$ cat src/rtl/irf_pkg.sv
// Shared types for the infrared frame encoder.
// Assumes: nothing beyond the segment ordering used by the sequencer.
package irf_pkg;

    // Segment of the frame that is currently being emitted.
    typedef enum logic [2:0] {
        SEG_IDLE  = 3'd0,
        SEG_HMARK = 3'd1,
        SEG_HGAP  = 3'd2,
        SEG_SPACE = 3'd3,
        SEG_MARK  = 3'd4,
        SEG_TAIL  = 3'd5
    } seg_t;

    // Larger of two non-negative lengths, used to size counters.
    function automatic int unsigned max2(input int unsigned a, input int unsigned b);
        return (a > b) ? a : b;
    endfunction

    // True when the segment drives the active line level.
    function automatic logic seg_is_active(input seg_t s);
        return (s == SEG_HMARK) || (s == SEG_MARK);
    endfunction

endpackage

$ cat src/rtl/irf_payload_shift.sv
// Holds the word being transmitted and shifts it right once per finished bit.
// Assumes: load and shift are never both high; NBITS is at least 2.
module irf_payload_shift #(
    parameter int unsigned NBITS = 24
) (
    input  logic             clk_i,
    input  logic             rst_ni,
    input  logic             load_i,
    input  logic [NBITS-1:0] word_i,
    input  logic             shift_i,
    output logic             bit_now_o,
    output logic             bit_next_o
);

    logic [NBITS-1:0] word_q;

    // Capture on load, discard the sent bit on shift.
    always_ff @(posedge clk_i) begin
        if (!rst_ni) begin
            word_q <= '0;
        end else if (load_i) begin
            word_q <= word_i;
        end else if (shift_i) begin
            word_q <= word_q >> 1;
        end
    end

    assign bit_now_o  = word_q[0];
    assign bit_next_o = word_q[1];

    // loading and shifting are exclusive requests.
    p_load_shift_excl_r2: assert property (@(posedge clk_i) disable iff (!rst_ni)
        !(load_i && shift_i))
        else $error("load and shift together");

endmodule

$ cat src/rtl/irf_position.sv
// Counts the sample position inside a frame and raises the stop request
// on the tick that arrives at the last allowed position.
// Assumes: clear and advance never coincide (clear only happens while idle).
module irf_position #(
    parameter int unsigned STOP_LIMIT = 600
) (
    input  logic clk_i,
    input  logic rst_ni,
    input  logic clear_i,
    input  logic adv_i,
    output logic stop_o
);

    localparam int unsigned PW = $clog2(STOP_LIMIT + 1);

    logic [PW-1:0] pos_q;

    // Position register: zeroed on a new frame, +1 per consumed sample.
    always_ff @(posedge clk_i) begin
        if (!rst_ni || clear_i) begin
            pos_q <= '0;
        end else if (adv_i && (pos_q != PW'(STOP_LIMIT))) begin
            pos_q <= pos_q + 1'b1;
        end
    end

    assign stop_o = adv_i && (pos_q == PW'(STOP_LIMIT));

    // the position never runs past the stop limit.
    p_pos_bound_r8: assert property (@(posedge clk_i) disable iff (!rst_ni)
        pos_q <= PW'(STOP_LIMIT))
        else $error("position beyond stop limit");

    // without an advance the position holds.
    p_pos_hold_r10: assert property (@(posedge clk_i) disable iff (!rst_ni)
        (!adv_i && !clear_i) |=> $stable(pos_q))
        else $error("position moved without a tick");

endmodule

$ cat src/rtl/irf_sequencer.sv
// Walks the frame segments: header mark, header gap, then space/mark pairs
// per bit, then an inactive tail. Each segment lasts a parameter number of ticks.
// Assumes: every length parameter is at least 1; stop_i only pulses with a tick.
module irf_sequencer
    import irf_pkg::*;
#(
    parameter int unsigned NBITS      = 24,
    parameter int unsigned HDR_MARK   = 32,
    parameter int unsigned HDR_GAP    = 8,
    parameter int unsigned BIT_MARK   = 8,
    parameter int unsigned SPACE_ONE  = 16,
    parameter int unsigned SPACE_ZERO = 8
) (
    input  logic clk_i,
    input  logic rst_ni,
    input  logic start_i,
    input  logic tick_i,
    input  logic stop_i,
    input  logic bit_now_i,
    input  logic bit_next_i,
    output logic load_o,
    output logic shift_o,
    output seg_t seg_o,
    output logic busy_o
);

    localparam int unsigned MAXLEN = max2(max2(HDR_MARK, HDR_GAP),
                                          max2(BIT_MARK, max2(SPACE_ONE, SPACE_ZERO)));
    localparam int unsigned CW     = $clog2(MAXLEN + 1);
    localparam int unsigned IW     = (NBITS > 1) ? $clog2(NBITS) : 1;

    seg_t          seg_q, seg_n;
    logic [CW-1:0] cnt_q, cnt_n;
    logic [IW-1:0] idx_q, idx_n;

    // Ticks left in a space for a given bit value, minus one.
    function automatic logic [CW-1:0] space_len(input logic b);
        return b ? CW'(SPACE_ONE - 1) : CW'(SPACE_ZERO - 1);
    endfunction

    // Next-state logic: accept a start when idle, else step on each tick.
    always_comb begin
        seg_n   = seg_q;
        cnt_n   = cnt_q;
        idx_n   = idx_q;
        load_o  = 1'b0;
        shift_o = 1'b0;
        if (seg_q == SEG_IDLE) begin
            if (start_i) begin
                load_o = 1'b1;
                seg_n  = SEG_HMARK;
                cnt_n  = CW'(HDR_MARK - 1);
                idx_n  = '0;
            end
        end else if (tick_i) begin
            if (stop_i) begin
                seg_n = SEG_IDLE;
                cnt_n = '0;
            end else if (cnt_q != '0) begin
                cnt_n = cnt_q - 1'b1;
            end else begin
                unique case (seg_q)
                    SEG_HMARK: begin
                        seg_n = SEG_HGAP;
                        cnt_n = CW'(HDR_GAP - 1);
                    end
                    SEG_HGAP: begin
                        seg_n = SEG_SPACE;
                        cnt_n = space_len(bit_now_i);
                    end
                    SEG_SPACE: begin
                        seg_n = SEG_MARK;
                        cnt_n = CW'(BIT_MARK - 1);
                    end
                    SEG_MARK: begin
                        if (idx_q == IW'(NBITS - 1)) begin
                            seg_n = SEG_TAIL;
                        end else begin
                            seg_n   = SEG_SPACE;
                            idx_n   = idx_q + 1'b1;
                            shift_o = 1'b1;
                            cnt_n   = space_len(bit_next_i);
                        end
                    end
                    default: begin
                        seg_n = seg_q;
                    end
                endcase
            end
        end
    end

    // State registers for segment, remaining ticks and bit index.
    always_ff @(posedge clk_i) begin
        if (!rst_ni) begin
            seg_q <= SEG_IDLE;
            cnt_q <= '0;
            idx_q <= '0;
        end else begin
            seg_q <= seg_n;
            cnt_q <= cnt_n;
            idx_q <= idx_n;
        end
    end

    assign seg_o  = seg_q;
    assign busy_o = (seg_q != SEG_IDLE);

    // an accepted start always opens with the header mark.
    p_start_opens_r2: assert property (@(posedge clk_i) disable iff (!rst_ni)
        (seg_q == SEG_IDLE && start_i) |=> (seg_q == SEG_HMARK))
        else $error("start did not open the header");

    // a start while busy without a tick leaves the sequencer untouched.
    p_busy_start_ignored_r9: assert property (@(posedge clk_i) disable iff (!rst_ni)
        (seg_q != SEG_IDLE && start_i && !tick_i) |=> ($stable(seg_q) && $stable(cnt_q) && $stable(idx_q)))
        else $error("start while busy changed state");

    // the stop request always returns the sequencer to idle.
    p_stop_to_idle_r8: assert property (@(posedge clk_i) disable iff (!rst_ni)
        (seg_q != SEG_IDLE && tick_i && stop_i) |=> (seg_q == SEG_IDLE))
        else $error("stop did not end the frame");

    // once in the tail only the stop leaves it.
    p_tail_quiet_r7: assert property (@(posedge clk_i) disable iff (!rst_ni)
        (seg_q == SEG_TAIL) |=> (seg_q == SEG_TAIL || seg_q == SEG_IDLE))
        else $error("tail left without stop");

    // the bit index never exceeds the word length.
    p_idx_bound_r4: assert property (@(posedge clk_i) disable iff (!rst_ni)
        idx_q <= IW'(NBITS - 1))
        else $error("bit index out of range");

endmodule

$ cat src/rtl/irf_polarity.sv
// Maps the internal active flag onto the line level chosen by INVERT.
// Assumes: INVERT is 0 or 1.
module irf_polarity #(
    parameter bit INVERT = 1'b0
) (
    input  logic active_i,
    output logic level_o
);

    // Polarity variant picked at elaboration.
    generate
        if (INVERT) begin : g_inv
            assign level_o = ~active_i;
        end else begin : g_direct
            assign level_o = active_i;
        end
    endgenerate

endmodule

$ cat src/rtl/irf_encoder.sv
// Top of the infrared pulse-distance frame encoder: sequencer, payload
// shifter, position/stop counter and polarity stage.
// Assumes: tick_i is a single-cycle enable at the sample rate.
module irf_encoder
    import irf_pkg::*;
#(
    parameter int unsigned NBITS      = 24,
    parameter int unsigned HDR_MARK   = 32,
    parameter int unsigned HDR_GAP    = 8,
    parameter int unsigned BIT_MARK   = 8,
    parameter int unsigned SPACE_ONE  = 16,
    parameter int unsigned SPACE_ZERO = 8,
    parameter int unsigned STOP_LIMIT = 600,
    parameter bit          INVERT     = 1'b0
) (
    input  logic             clk_i,
    input  logic             rst_ni,
    input  logic             start_i,
    input  logic [NBITS-1:0] payload_i,
    input  logic             tick_i,
    output logic             level_o,
    output logic             busy_o
);

    logic load, shift, stop, bit_now, bit_next, busy, active;
    seg_t seg;

    irf_sequencer #(
        .NBITS(NBITS), .HDR_MARK(HDR_MARK), .HDR_GAP(HDR_GAP),
        .BIT_MARK(BIT_MARK), .SPACE_ONE(SPACE_ONE), .SPACE_ZERO(SPACE_ZERO)
    ) u_seq (
        .clk_i(clk_i), .rst_ni(rst_ni), .start_i(start_i), .tick_i(tick_i),
        .stop_i(stop), .bit_now_i(bit_now), .bit_next_i(bit_next),
        .load_o(load), .shift_o(shift), .seg_o(seg), .busy_o(busy)
    );

    irf_payload_shift #(.NBITS(NBITS)) u_word (
        .clk_i(clk_i), .rst_ni(rst_ni), .load_i(load), .word_i(payload_i),
        .shift_i(shift), .bit_now_o(bit_now), .bit_next_o(bit_next)
    );

    irf_position #(.STOP_LIMIT(STOP_LIMIT)) u_pos (
        .clk_i(clk_i), .rst_ni(rst_ni), .clear_i(load),
        .adv_i(tick_i && busy), .stop_o(stop)
    );

    assign active = seg_is_active(seg);

    irf_polarity #(.INVERT(INVERT)) u_pol (
        .active_i(active), .level_o(level_o)
    );

    assign busy_o = busy;

    // an idle encoder sits at the inactive level.
    p_idle_level_r1: assert property (@(posedge clk_i) disable iff (!rst_ni)
        !busy_o |-> (level_o == INVERT))
        else $error("idle level not inactive");

    // no tick while busy means the line holds its level.
    p_hold_no_tick_r10: assert property (@(posedge clk_i) disable iff (!rst_ni)
        (busy_o && !tick_i) |=> ($stable(level_o) && busy_o))
        else $error("level changed without a tick");

    // an accepted start puts the line at the active level next cycle.
    p_start_active_r3: assert property (@(posedge clk_i) disable iff (!rst_ni)
        (!busy_o && start_i) |=> (level_o != INVERT))
        else $error("header did not start active");

endmodule

$ cat config.mk
export PLATFORM = sky130hd
export DESIGN_NAME = irf_encoder
export DESIGN_NICKNAME = d
export VERILOG_FILES = /design/src/rtl/irf_pkg.sv /design/src/rtl/irf_payload_shift.sv /design/src/rtl/irf_position.sv /design/src/rtl/irf_sequencer.sv /design/src/rtl/irf_polarity.sv /design/src/rtl/irf_encoder.sv
export SDC_FILE = /design/constraint.sdc
export NUM_CORES = 1
export LEC_CHECK = 0
export BUFFER_PORTS_ARGS = -buffer_cell sky130_fd_sc_hd__buf_2
export CORE_MARGIN = 1
export CORE_UTILIZATION = 60
export CTS_BUF_LIST = sky130_fd_sc_hd__clkbuf_2 sky130_fd_sc_hd__clkbuf_4 sky130_fd_sc_hd__clkbuf_8
export CTS_CLUSTER_DIAMETER = 40
export CTS_CLUSTER_SIZE = 24
export DETAILED_ROUTE_END_ITERATION = 8
export GPL_TIMING_DRIVEN = 0
export PLACE_DENSITY = 0.82
export SETUP_SLACK_MARGIN = 0.05
export SLEW_MARGIN = 20
export SYNTH_ARGS = -nofsm -noshare
export SYNTH_HDL_FRONTEND = slang
export SYNTH_SLANG_ARGS = --single-unit
$ cat constraint.sdc
create_clock -name clk_i -period 4.6 [get_ports clk_i]
set_input_delay 0.46 -clock clk_i [delete_from_list [all_inputs] [get_ports clk_i]]
set_output_delay 0.46 -clock clk_i [all_outputs]
set_load 0.005 [all_outputs]
### Yosys cells after proc, flatten, opt, wreduce, memory -nomap -nowiden

Cells that the tools add are included.

| storage, ports and cells | value |
|---|---|
| flip-flop bits (word level) | 48 |

| operators by class | value |
|---|---|
| reductions and logical operators | 18 |
| add/sub/neg operators | 3 |
| muxes and demuxes | 33 |
| eq/ne operators | 13 |

Operators with widths:

| operator | count |
|---|---|
| 2-to-1 mux 24 bit | 2 |
| 2-to-1 mux 6 bit | 6 |
| 2-to-1 mux 5 bit | 7 |
| 2-to-1 mux 3 bit | 6 |
| case mux 6 bit (3 select lines) | 1 |
| nonzero test 6 bit | 3 |
| case mux 3 bit (4 select lines) | 1 |
| adder 10 x 1 -> 10 bit, second input constant | 1 |
| == test 10 bit, second input constant | 1 |
| != test 10 bit, second input constant | 1 |
| 2-to-1 mux 1 bit | 8 |
| 2-to-1 mux 4 bit | 2 |
| AND reduction 4 bit | 2 |
| == test 3 x 2 -> 1 bit, second input constant | 2 |
| != test 2 x 1 -> 1 bit, second input constant | 3 |
| AND reduction 6 bit | 1 |
| nonzero test 2 bit | 3 |
| subtractor 6 x 1 -> 6 bit, second input constant | 1 |
| adder 5 x 1 -> 5 bit, second input constant | 1 |
| == test 5 bit, second input constant | 1 |
| != test 5 x 3 -> 1 bit, second input constant | 1 |
| == test 3 x 1 -> 1 bit, second input constant | 1 |
| == test 3 bit, second input constant | 1 |
| logical AND 1 bit | 3 |
| other kinds (7) | 8 |

### Depth between registers and ports, before layout

Gate-level depths: netlist of run 1.

| logic depth | value |
|---|---|
| depth after elaboration | 9 |
| depth in mapped cells | 9 |
| mapped depth without buffers | 7 |

### By module

Synthesis of run 1 repeated with hierarchy kept, for this count alone.

| second synthesis, totals | value |
|---|---|
| cell total of the unflattened synthesis | 288 |
| area, all modules | 2785.2 um2 |

By module, submodules not included:

| module | cells an instance | instances | seq. area each (um2) | area an instance (um2) |
|---|---|---|---|---|
| irf_payload_shift | 106 | 1 | 480.5 | 1272.5 |
| irf_sequencer | 110 | 1 | 280.3 | 907.1 |
| irf_position | 68 | 1 | 200.2 | 579.3 |
| irf_encoder | 3 | 1 | 0.0 | 18.8 |
| irf_polarity | 1 | 1 | 0.0 | 7.5 |

### Worst setup path after synthesis of run 1

Ideal clock, no wire load.

| timing | value |
|---|---|
| kind | flip-flop to flip-flop |
| start | reg u_seq.cnt_q[0] |
| end | reg u_word.word_q[3] |
| stages on the path, launching flop included | 10 |
| setup slack | 2.750 ns |
| period minus slack after synthesis | 1.850 ns |
| arrival time | 1.731 ns |
| path through | dfxtp_1 > inv_1 > ha_1 > nor2b_1 > nand4_1 > or2_1 > buf_6 > buf_12 > o221ai_1 > nor2_1 |

| between the ends | value |
|---|---|
| word-level cells in the longest chain between the ends | 6 |

RTL lines:

| item | line | source |
|---|---|---|
| from (decl) | irf_sequencer.sv:33 | `logic [CW-1:0] cnt_q, cnt_n;` |
| from (signal assigned) | irf_sequencer.sv:101 | `cnt_q <= cnt_n;` |
| nonzero test 6 bit | irf_sequencer.sv:59 | `end else if (cnt_q != '0) begin` |
| 2-to-1 mux 1 bit | irf_sequencer.sv:59 |  |
| 2-to-1 mux 1 bit | irf_sequencer.sv:56 | `if (stop_i) begin` |
| 2-to-1 mux 1 bit | irf_sequencer.sv:55 | `end else if (tick_i) begin` |
| 2-to-1 mux 1 bit | irf_sequencer.sv:48 | `if (seg_q == SEG_IDLE) begin` |
| nonzero test 2 bit (no source line) | n/a |  |
| to (signal assigned) | irf_payload_shift.sv:22 | `word_q <= word_i;` |
| to (signal assigned) | irf_payload_shift.sv:24 | `word_q <= word_q >> 1;` |
| to (decl) | irf_payload_shift.sv:15 | `logic [NBITS-1:0] word_q;` |

No other way between the ends.
A chain may end at the register's enable or synchronous reset.

### Worst setup path in the final report of run 1

Same ends and word-level chain as after synthesis.

==> run summary, run 1 <==
Setup TNS -> 0 ns
Clock Power Share -> 0.183
# setup viols final -> 0
Pint -> 0.893 mW
Overflow after GRT -> 0
Synth top cells by count -> nor2_1, dfxtp_1, nand2_1, a21oi_1, o221ai_1
Hold Crit Depth -> 3
Clk slew on worst S/H paths -> 0.09 ns
Pwr Density -> 538 nW/um^2
NetSw -> 0.585 mW
Starting Density -> 0.645
Final clock skew -> 0.00552 ns
Worst skew pair latency -> 0.30 ns
CP Launch Type -> register
Port bufs -> 28
Dpl hpwl -> 3460 um
Initial DRT Pass Iterations -> 4
H-Tree Depth -> 2
CTS root buf -> clkbuf_8
Post-synthesis sequential area ratio -> 0.392
Kind of critical path -> reg -> reg
Share of cells above drive strength 1 -> 0.218
Post-synth EDFFs -> 0
Vias in the first global route -> 1732
Flops & latches, synth -> 48
Yosys top cell by area -> dfxtp_1
Area occupied by multi-input gates -> 1290 um^2
Sequential share of power -> 0.395
Die footprint -> 4340 um^2
Post-CTS resize count -> 0
Worst-Margin Slew -> 0.469 ns
CTS max path bufs -> 2
Netlist cell types -> 52
Row cnt -> 22
Num CTS Buffers -> 5
Nets -> 348
Post-synth top area share -> 0.392
Largest net degree at the start of global routing -> 15
CP endpoint kind -> register
Slew headroom -> 0.685
VDD IR-drop max -> 262 uV
Top-count cell post-synth -> nor2_1
Gr usage total -> 0.241
Syn nets -> 313
Hold WC Path Type -> in -> reg
IO Count -> 30
Worst EP required -> 4.80 ns
Initial antenna violation count -> 0
Die Y -> 65.9 um
Via density -> 5.68
Syn Inst Count -> 280
Worst Path Max Fanout -> 10
Post-DRT Antenna Nets -> 0
Final hold vios -> 0
Main flop type after synthesis -> dfxtp_1
Chip width -> 65.9 um
P&R area growth vs syn -> 12.1%
Syn. warnings -> 0
Synth Cell Area -> 2450 um^2
DR iter-0 viols -> 159
F_max -> 0.454 GHz
Clock Sinks -> 48
Crit share post-route -> 0.479
Synth top area cells -> dfxtp_1, nor2_1, o221ai_2
Status -> complete, no violations
Buffer count from post-CTS setup fixing -> 0
Tmin final -> 2.20 ns
Reg area -> 961 um^2
Reg2reg path depth -> 9
DRC viols -> 0
Mean area per synthesized cell -> 8.75 um^2
Core box area -> 3800 um^2
Placed cell count -> 356
CTS tree -> done
Final GP Congestion -> 0.851
# fillers -> 299
Hold buffers post-CTS -> 0
# diodes -> 0
Fin. max-slew vios -> 0
Worst EP arrival -> 2.40 ns
RSZ-0062 raised after global routing -> false
Max-cap viol count -> 0
WL/cell -> 13.4 um
Static leakage -> 1.04 nW
First-pass GRT wire length -> 7910 um
Logic gate share of total power -> 0.421
Switching part of the total -> 0.396
Layout Cells excl Fill -> 364
Routed WL -> 4890 um
Post-synth ARST share -> 0
Vias -> 2067
-- through the flow --
| stage | setup slack [ns] | area (um^2) | hold slack (ns) | total power [mW] | util |
|---|---|---|---|---|---|
| CTS | 2.40 | 2750 | 0.404 | 1.48 | 0.724 |
| global route | 2.20 | 2750 | 0.424 | 1.59 | 0.724 |
| detailed placement | 2.44 | 2650 | 0.458 | 1.21 | 0.698 |
| floorplan | 2.75 | 2450 | 0.440 | 1.07 | - |
| finish | 2.40 | 2750 | 0.403 | 1.48 | 0.724 |
| global placement | 2.48 | 2650 | 0.451 | 1.19 | 0.698 |
-- final timing paths --
kind	endpoint	slack (ns)	from
setup / recovery	u_word.word_q[3]$_SDFFE_PN0P_	2.40	u_seq.cnt_q[0]$_SDFFE_PN0P_
hold / removal	u_word.word_q[23]$_SDFFE_PN0P_	0.40	payload_i[23]
setup reg to reg	u_word.word_q[3]$_SDFFE_PN0P_	2.40	u_seq.cnt_q[0]$_SDFFE_PN0P_
hold reg to reg	u_word.word_q[10]$_SDFFE_PN0P_	0.48	u_word.word_q[10]$_SDFFE_PN0P_
-- registers in the layout, summed over array words and instances (netlist names) --
name	count
u_word.word_q	24
u_pos.pos_q	10
u_seq.cnt_q	6
u_seq.idx_q	5
u_seq.seg_o	3
-- cells in the final DEF (no fill, tap or decap), types with 2 or more instances in the layout --
cell type,n
o21ai_1,2
nand2b_1,2
xnor2_1,7
nor3_1,5
a211oi_1,2
clkbuf_4,3
nor2b_1,2
or2_1,2
buf_12,2
or3_1,4
buf_6,3
nor2_1,61
ha_1,5
nand4_1,4
nand3b_1,4
buf_2,34
o221ai_2,10
a21o_1,2
xor2_1,4
a21boi_0,3
o221ai_1,12
nand2_1,17
nand3_1,8
o21ai_0,8
a21oi_1,13
dfxtp_1,48
a31oi_1,4
buf_4,3
clkbuf_8,7
nand4b_1,2
inv_1,11
-- per-layer routing --
metal,share of wire,GRT usage
met3,0.037,0.0638
met2,0.46,0.374
met4,0.012,0.0734
met1,0.49,0.324
met5,0,0
-- cells by family after synthesis --
kind of cell,Yosys count,share of synthesized area
compound gates,66,0.223
buf+inv,29,0.0817
fa+ha+maj,5,0.0255
simple gates,121,0.239
xor+xnor,11,0.0393
flops,48,0.392
-- worst max-delay path: stages (launching register included) --
cell      delay, ns
dfxtp_1        0.33
inv_1          0.12
ha_1           0.16
nor2b_1        0.36
nand4_1        0.29
or2_1          0.29
buf_6          0.15
buf_12         0.13
o221ai_1       0.20
nor2_1         0.07
-- power by group through the flow --
stage	Combinational [mW]	Sequential, mW	Clock, mW
5_1_grt	0.699	0.594	0.295
4_1_cts	0.620	0.584	0.276
3_3_place_gp	0.604	0.589	0
2_1_floorplan	0.487	0.579	0
3_5_place_dp	0.615	0.593	0
6_report	0.623	0.584	0.271
-- cell type report --
cell class | instances | share of cell area
Buffer | 18 | 0.0578
Clock buffer | 7 | 0.0328
Clock inverter | 1 | 0.00273
Inverter | 11 | 0.0150
Multi-Input combinational cell | 203 | 0.469
Sequential cell | 48 | 0.350
Tap cell | 48 | 0.0218
Timing Repair Buffer | 28 | 0.0510
(Power assumes the default switching activity.)
==> inputs of run 2 (changes only) <==
==> constraint.sdc (replaced) <==
create_clock -name clk_i -period 2.2 [get_ports clk_i]
set_input_delay 0.22 -clock clk_i [delete_from_list [all_inputs] [get_ports clk_i]]
set_output_delay 0.22 -clock clk_i [all_outputs]
set_load 0.005 [all_outputs]
==> run 2 against run 1 <==
  * First-iteration DRC count grew 11%
  * Sequential cell count unchanged
  * Sequential power up 110%
  * Fmax is 12% higher
  * Combinational power increased by 110%
  * Via count grew 1.1%
==> run summary, run 2 (synthesized netlist as in run 1, its figures left out) <==
Most flops, register -> u_word.word_q
Worst skew pair latency -> 0.31 ns (about the same)
Starting Density -> 0.645 (unchanged)
CP Launch Type -> register
Vias -> 2090 (+1.1%)
Initial DRT Pass Iterations -> 4 (unchanged)
First-pass GRT wire length -> 7910 um (unchanged)
Setup slack after placement -> 0.0369 ns (-2.40 ns)
Cell family with most CP delay -> compound AO/OA/AOI/OAI gates
Post-DRT Antenna Nets -> 0 (unchanged)
F_max -> 0.508 GHz (+12%)
CP endpoint kind -> register
Worst EP required -> 2.45 ns (-2.35 ns)
Port bufs -> 28 (unchanged)
Num CTS Buffers -> 5 (unchanged)
Biggest regs -> u_word.word_q: 24 flops, u_pos.pos_q: 10 flops, u_seq.cnt_q: 6 flops
Worst EP arrival -> 2.22 ns (-0.18 ns)
CTS max path bufs -> 2 (unchanged)
Max-cap viol count -> 0 (unchanged)
Hold WC Path Type -> in -> reg
Hold buffers post-CTS -> 0 (unchanged)
CTS root buf -> clkbuf_8
Initial antenna violation count -> 0 (unchanged)
Row cnt -> 22 (unchanged)
Cell area after layout -> 2760 um^2 (+0.55%)
H-Tree Depth -> 2 (unchanged)
R2r setup slk -> 0.23 ns (-2.17 ns)
Die footprint -> 4340 um^2 (unchanged)
Number of flip-flops under the largest register name -> 24 (unchanged)
DP Area -> 2650 um^2 (unchanged)
IO Count -> 30 (unchanged)
Final clock skew -> 0.00665 ns (+0.00113 ns)
Clock Sinks -> 48 (unchanged)
Layout Cells excl Fill -> 365 (+0.27%)
Fin. max-slew vios -> 0 (unchanged)
Core Util, Final -> 0.728 (+0.00395)
RSZ-0062 raised after global routing -> false
# diodes -> 0 (unchanged)
Via density -> 5.73 (+0.84%)
Pwr Density -> 1120 nW/um^2 (+110%)
Worst Path Max Fanout -> 10 (unchanged)
CP max stage delay -> 0.45 ns (+0.09 ns)
Slew headroom -> 0.684 (-0.00129)
Crit share post-route -> 0.895 (+0.416)
# setup viols final -> 0 (unchanged)
Routed WL -> 4920 um (+0.63%)
Final GP Congestion -> 0.851 (unchanged)
Chip width -> 65.9 um (unchanged)
Worst-Margin Slew -> 0.471 ns (+0.00192 ns)
Die Y -> 65.9 um (unchanged)
WP buf/inv -> 3 (unchanged)
VDD IR-drop max -> 548 uV (+110%)
DR iter-0 viols -> 176 (+11%)
Setup WS post-layout -> 0.231 ns (-2.17 ns)
Power Total -> 3.10 mW (+110%)
Commonest non-fill, non-tap cell in the layout -> nor2_1
Kind of critical path -> reg -> reg
DRC viols -> 0 (unchanged)
Hold Slack -> 0.161 ns (-0.242 ns)
Nets -> 349 (+0.29%)
Core box area -> 3800 um^2 (unchanged)
Share of cells above drive strength 1 -> 0.227 (+0.00877)
Placed cell count -> 356 (unchanged)
Largest net degree at the start of global routing -> 15 (unchanged)
Final hold vios -> 0 (unchanged)
Static leakage -> 1.05 nW (+0.82%)
Clk slew on worst S/H paths -> 0.09 ns (about the same)
Status -> complete, no violations
Vias in the first global route -> 1732 (unchanged)
Setup TNS -> 0 ns (unchanged)
Crit-path cells -> inv_1 -> ha_1 -> nand4bb_1 -> o31ai_4 -> or2_1 -> buf_6 -> buf_12 -> o221ai_1 -> nor2_1
Dpl hpwl -> 3460 um (unchanged)
Gr usage total -> 0.241 (unchanged)
Overflow after GRT -> 0 (unchanged)
P&R area growth vs syn -> 12.8%
Crit-path slowest cell -> o31ai_4
Tmin final -> 1.97 ns (-0.234 ns)
WL/cell -> 13.5 um (+0.36%)
Commonest cells after routing, fill and taps aside -> nor2_1, dfxtp_1, buf_2, nand2_1, a21oi_1
CTS tree -> done
-- run 2: changes by cell type in the layout (fill, tap and decap cells not counted) --
cell	change
nor3b_2	+1
buf_4	+1
nor2b_1	-1
nor3b_1	-1
nor2b_2	+1
-- run 2: area by class of cell --
class	instances	area, um^2
buffer	18	159
timing repair buffer	29	148
inverter	11	41.3
multi-input combinational	203	1300
clock inverter	1	7.51
fill	297	1030
sequential	48	961
clock buffer	7	90.1
tap	48	60.1
-- run 2: power by group --
part           internal, mW  switching, mW
clock network         0.268          0.300
registers              1.08          0.142
logic                 0.524          0.789
-- run 2: worst register-to-register path, cell delays in order, from the launching register on --
cell and delay [ns]:
dfxtp_1 0.33, inv_1 0.09, ha_1 0.18, nand4bb_1 0.17
o31ai_4 0.45, or2_1 0.18, buf_6 0.15, buf_12 0.13
o221ai_1 0.14, nor2_1 0.11
-- run 2: metal layers --
metal	routed length [um]	track usage	part of all wire	up-vias
met5	0	0	0	-
met4	58	0.0734	0.012	0
met3	233	0.0638	0.047	6
met2	2250	0.374	0.46	42
met1	2370	0.324	0.48	969
li1	-	-	-	1073
-- run 2: path summary, 6_finish.rpt --
path / from / to / depth (start not counted)
worst max-delay path: u_pos.pos_q[0]$_SDFFE_PP0P_ / u_word.word_q[3]$_SDFFE_PN0P_ / 9
worst min-delay path: payload_i[23] / u_word.word_q[23]$_SDFFE_PN0P_ / 3
worst max register to register: u_pos.pos_q[0]$_SDFFE_PP0P_ / u_word.word_q[3]$_SDFFE_PN0P_ / 9
worst min register to register: u_word.word_q[10]$_SDFFE_PN0P_ / u_word.word_q[10]$_SDFFE_PN0P_ / 2
-- run 2: repair_timing --
item / CTS / global route
gates resized for setup: 1 / 1
setup endpoints to repair: 7 / 20
pin swaps: 0 / 1
buffers inserted: 0 / 1
==> inputs of run 3 (changes only) <==
--- a/config.mk
+++ b/config.mk
@@ -9,10 +9,11 @@
 export CORE_MARGIN = 1
 export CORE_UTILIZATION = 60
 export CTS_BUF_LIST = sky130_fd_sc_hd__clkbuf_2 sky130_fd_sc_hd__clkbuf_4 sky130_fd_sc_hd__clkbuf_8
-export CTS_CLUSTER_DIAMETER = 40
 export CTS_CLUSTER_SIZE = 24
 export DETAILED_ROUTE_END_ITERATION = 8
 export GPL_TIMING_DRIVEN = 0
+export HOLD_SLACK_MARGIN = 0.03
+export MAX_ROUTING_LAYER = met4
 export PLACE_DENSITY = 0.82
 export SETUP_SLACK_MARGIN = 0.05
 export SLEW_MARGIN = 20
==> run 3 against run 2 <==
  * Fmax increased by 0.25%
  * Clock-buffer cell count did not move
  * Global-route usage is 0.69 points higher
==> run summary, run 3 (synthesized netlist as in run 1, its figures left out) <==
Layout Cells excl Fill -> 365 (unchanged)
Static leakage -> 1.05 nW (unchanged)
Post-DRT Antenna Nets -> 0 (unchanged)
CP Launch Type -> register
F_max -> 0.509 GHz (+0.25%)
DR iter-0 viols -> 172 (-2.3%)
Routed WL -> 4920 um (+0.10%)
Commonest non-fill, non-tap cell in the layout -> nor2_1
Worst skew pair latency -> 0.31 ns (about the same)
Worst EP arrival -> 2.22 ns (about the same)
Row cnt -> 22 (unchanged)
Crit share post-route -> 0.893 (-0.00225)
RSZ-0062 raised after global routing -> false
Hold Crit Depth -> 3 (unchanged)
IO Count -> 30 (unchanged)
Switching part of the total -> 0.396 (about the same)
CTS max path bufs -> 2 (unchanged)
CTS root buf -> clkbuf_8
Hold WC Path Type -> in -> reg
Pint -> 1.87 mW (about the same)
Worst EP required -> 2.45 ns (about the same)
Most flops, register -> u_word.word_q
Clk slew on worst S/H paths -> 0.09 ns (about the same)
Final GP Congestion -> 0.864 (+1.6%)
Worst Path Max Fanout -> 10 (unchanged)
DRC viols -> 0 (unchanged)
Dpl hpwl -> 3460 um (unchanged)
Setup WS post-layout -> 0.236 ns (+0.00495 ns)
# setup viols final -> 0 (unchanged)
CP endpoint kind -> register
H-Tree Depth -> 2 (unchanged)
Nets -> 349 (unchanged)
Share of cells above drive strength 1 -> 0.227 (unchanged)
Slew headroom -> 0.684 (unchanged)
P&R area growth vs syn -> 12.8% (unchanged)
Logic gate share of total power -> 0.423 (about the same)
VDD IR-drop max -> 548 uV (about the same)
Num CTS Buffers -> 5 (unchanged)
Fin. max-slew vios -> 0 (unchanged)
Setup TNS -> 0 ns (unchanged)
CTS tree -> done
Initial antenna violation count -> 0 (unchanged)
Final clock skew -> 0.00663 ns (-0.0000153 ns)
Sequential share of power -> 0.394 (about the same)
Clock Power Share -> 0.183 (about the same)
Pwr Density -> 1120 nW/um^2 (about the same)
WL/cell -> 13.5 um (+0.10%)
Port bufs -> 28 (unchanged)
Reg2reg path depth -> 9 (unchanged)
Hold Slack -> 0.161 ns (+0.000270 ns)
NetSw -> 1.23 mW (about the same)
Vias -> 2087 (-0.14%)
# diodes -> 0 (unchanged)
Overflow after GRT -> 0 (unchanged)
Final hold vios -> 0 (unchanged)
Core Util, Final -> 0.728 (unchanged)
DP Area -> 2650 um^2 (unchanged)
Power Total -> 3.10 mW (about the same)
Placed cell count -> 356 (unchanged)
Worst-Margin Slew -> 0.471 ns (unchanged)
Starting Density -> 0.645 (unchanged)
Setup slack after placement -> 0.0369 ns (unchanged)
Initial DRT Pass Iterations -> 4 (unchanged)
Tmin final -> 1.96 ns (-0.00495 ns)
Biggest regs -> u_word.word_q: 24 flops, u_pos.pos_q: 10 flops, u_seq.cnt_q: 6 flops
Die Y -> 65.9 um (unchanged)
Largest net degree at the start of global routing -> 15 (unchanged)
Chip width -> 65.9 um (unchanged)
Max-cap viol count -> 0 (unchanged)
Commonest cells after routing, fill and taps aside -> nor2_1, dfxtp_1, buf_2, nand2_1, a21oi_1
Vias in the first global route -> 1732 (unchanged)
Cell area after layout -> 2760 um^2 (unchanged)
Number of flip-flops under the largest register name -> 24 (unchanged)
Via density -> 5.72 (-0.14%)
Die footprint -> 4340 um^2 (unchanged)
Kind of critical path -> reg -> reg
Core box area -> 3800 um^2 (unchanged)
Clock Sinks -> 48 (unchanged)
First-pass GRT wire length -> 7910 um (unchanged)
Gr usage total -> 0.248 (+0.00688)
Status -> complete, no violations
==> run 3: cell counts in the layout (fill, tap and decap cells not counted) <==
Identical to the previous run, type by type.
==> run 3: path summary, 6_finish.rpt <==
path	slack, ns	to	start
worst max-delay path	0.24	u_word.word_q[3]$_SDFFE_PN0P_	u_pos.pos_q[0]$_SDFFE_PP0P_
worst min-delay path	0.16	u_word.word_q[23]$_SDFFE_PN0P_	payload_i[23]
worst max register to register	0.24	u_word.word_q[3]$_SDFFE_PN0P_	u_pos.pos_q[0]$_SDFFE_PP0P_
worst min register to register	0.48	u_word.word_q[10]$_SDFFE_PN0P_	u_word.word_q[10]$_SDFFE_PN0P_
==> run 3: worst max-delay path, cell delays in order (launching register included) <==
cell,delay [ns]
dfxtp_1,0.33
inv_1,0.09
ha_1,0.18
nand4bb_1,0.17
o31ai_4,0.45
or2_1,0.18
buf_6,0.15
buf_12,0.13
o221ai_1,0.14
nor2_1,0.11
==> run 3: power by group through the flow <==
stage          clock (mW)  sequential, mW  combinational, mW
2_1_floorplan           0            1.21               1.02
3_3_place_gp            0            1.23               1.26
3_5_place_dp            0            1.24               1.29
4_1_cts             0.577            1.22               1.30
5_1_grt             0.620            1.24               1.47
6_report            0.566            1.22               1.31
==> run 3: repair_timing <==
item | CTS | global route
setup endpoints to repair | 7 | 20
buffers inserted | 0 | 1
gates resized for setup | 1 | 1
hold buffers | 0 | 0
pin swaps | 0 | 1
==> run 3: area by class of cell <==
type                    count  area (um^2)
flip-flops and latches     48          961
fillers                   297         1030
well taps                  48         60.1
multi-input cells         203         1300
repair buffers             29          148
clock buffers               7         90.1
clock inverters             1         7.51
inverters                  11         41.3
plain buffers              18          159
==> run 3: routing by layer <==
| layer | wire length (um) | up-vias | GRT usage |
|---|---|---|---|
| met4 | 56 | 0 | 0.0734 |
| met3 | 228 | 6 | 0.0638 |
| li1 | - | 1073 | - |
| met2 | 2260 | 40 | 0.372 |
| met1 | 2380 | 968 | 0.327 |
| met5 | 0 | - | - |
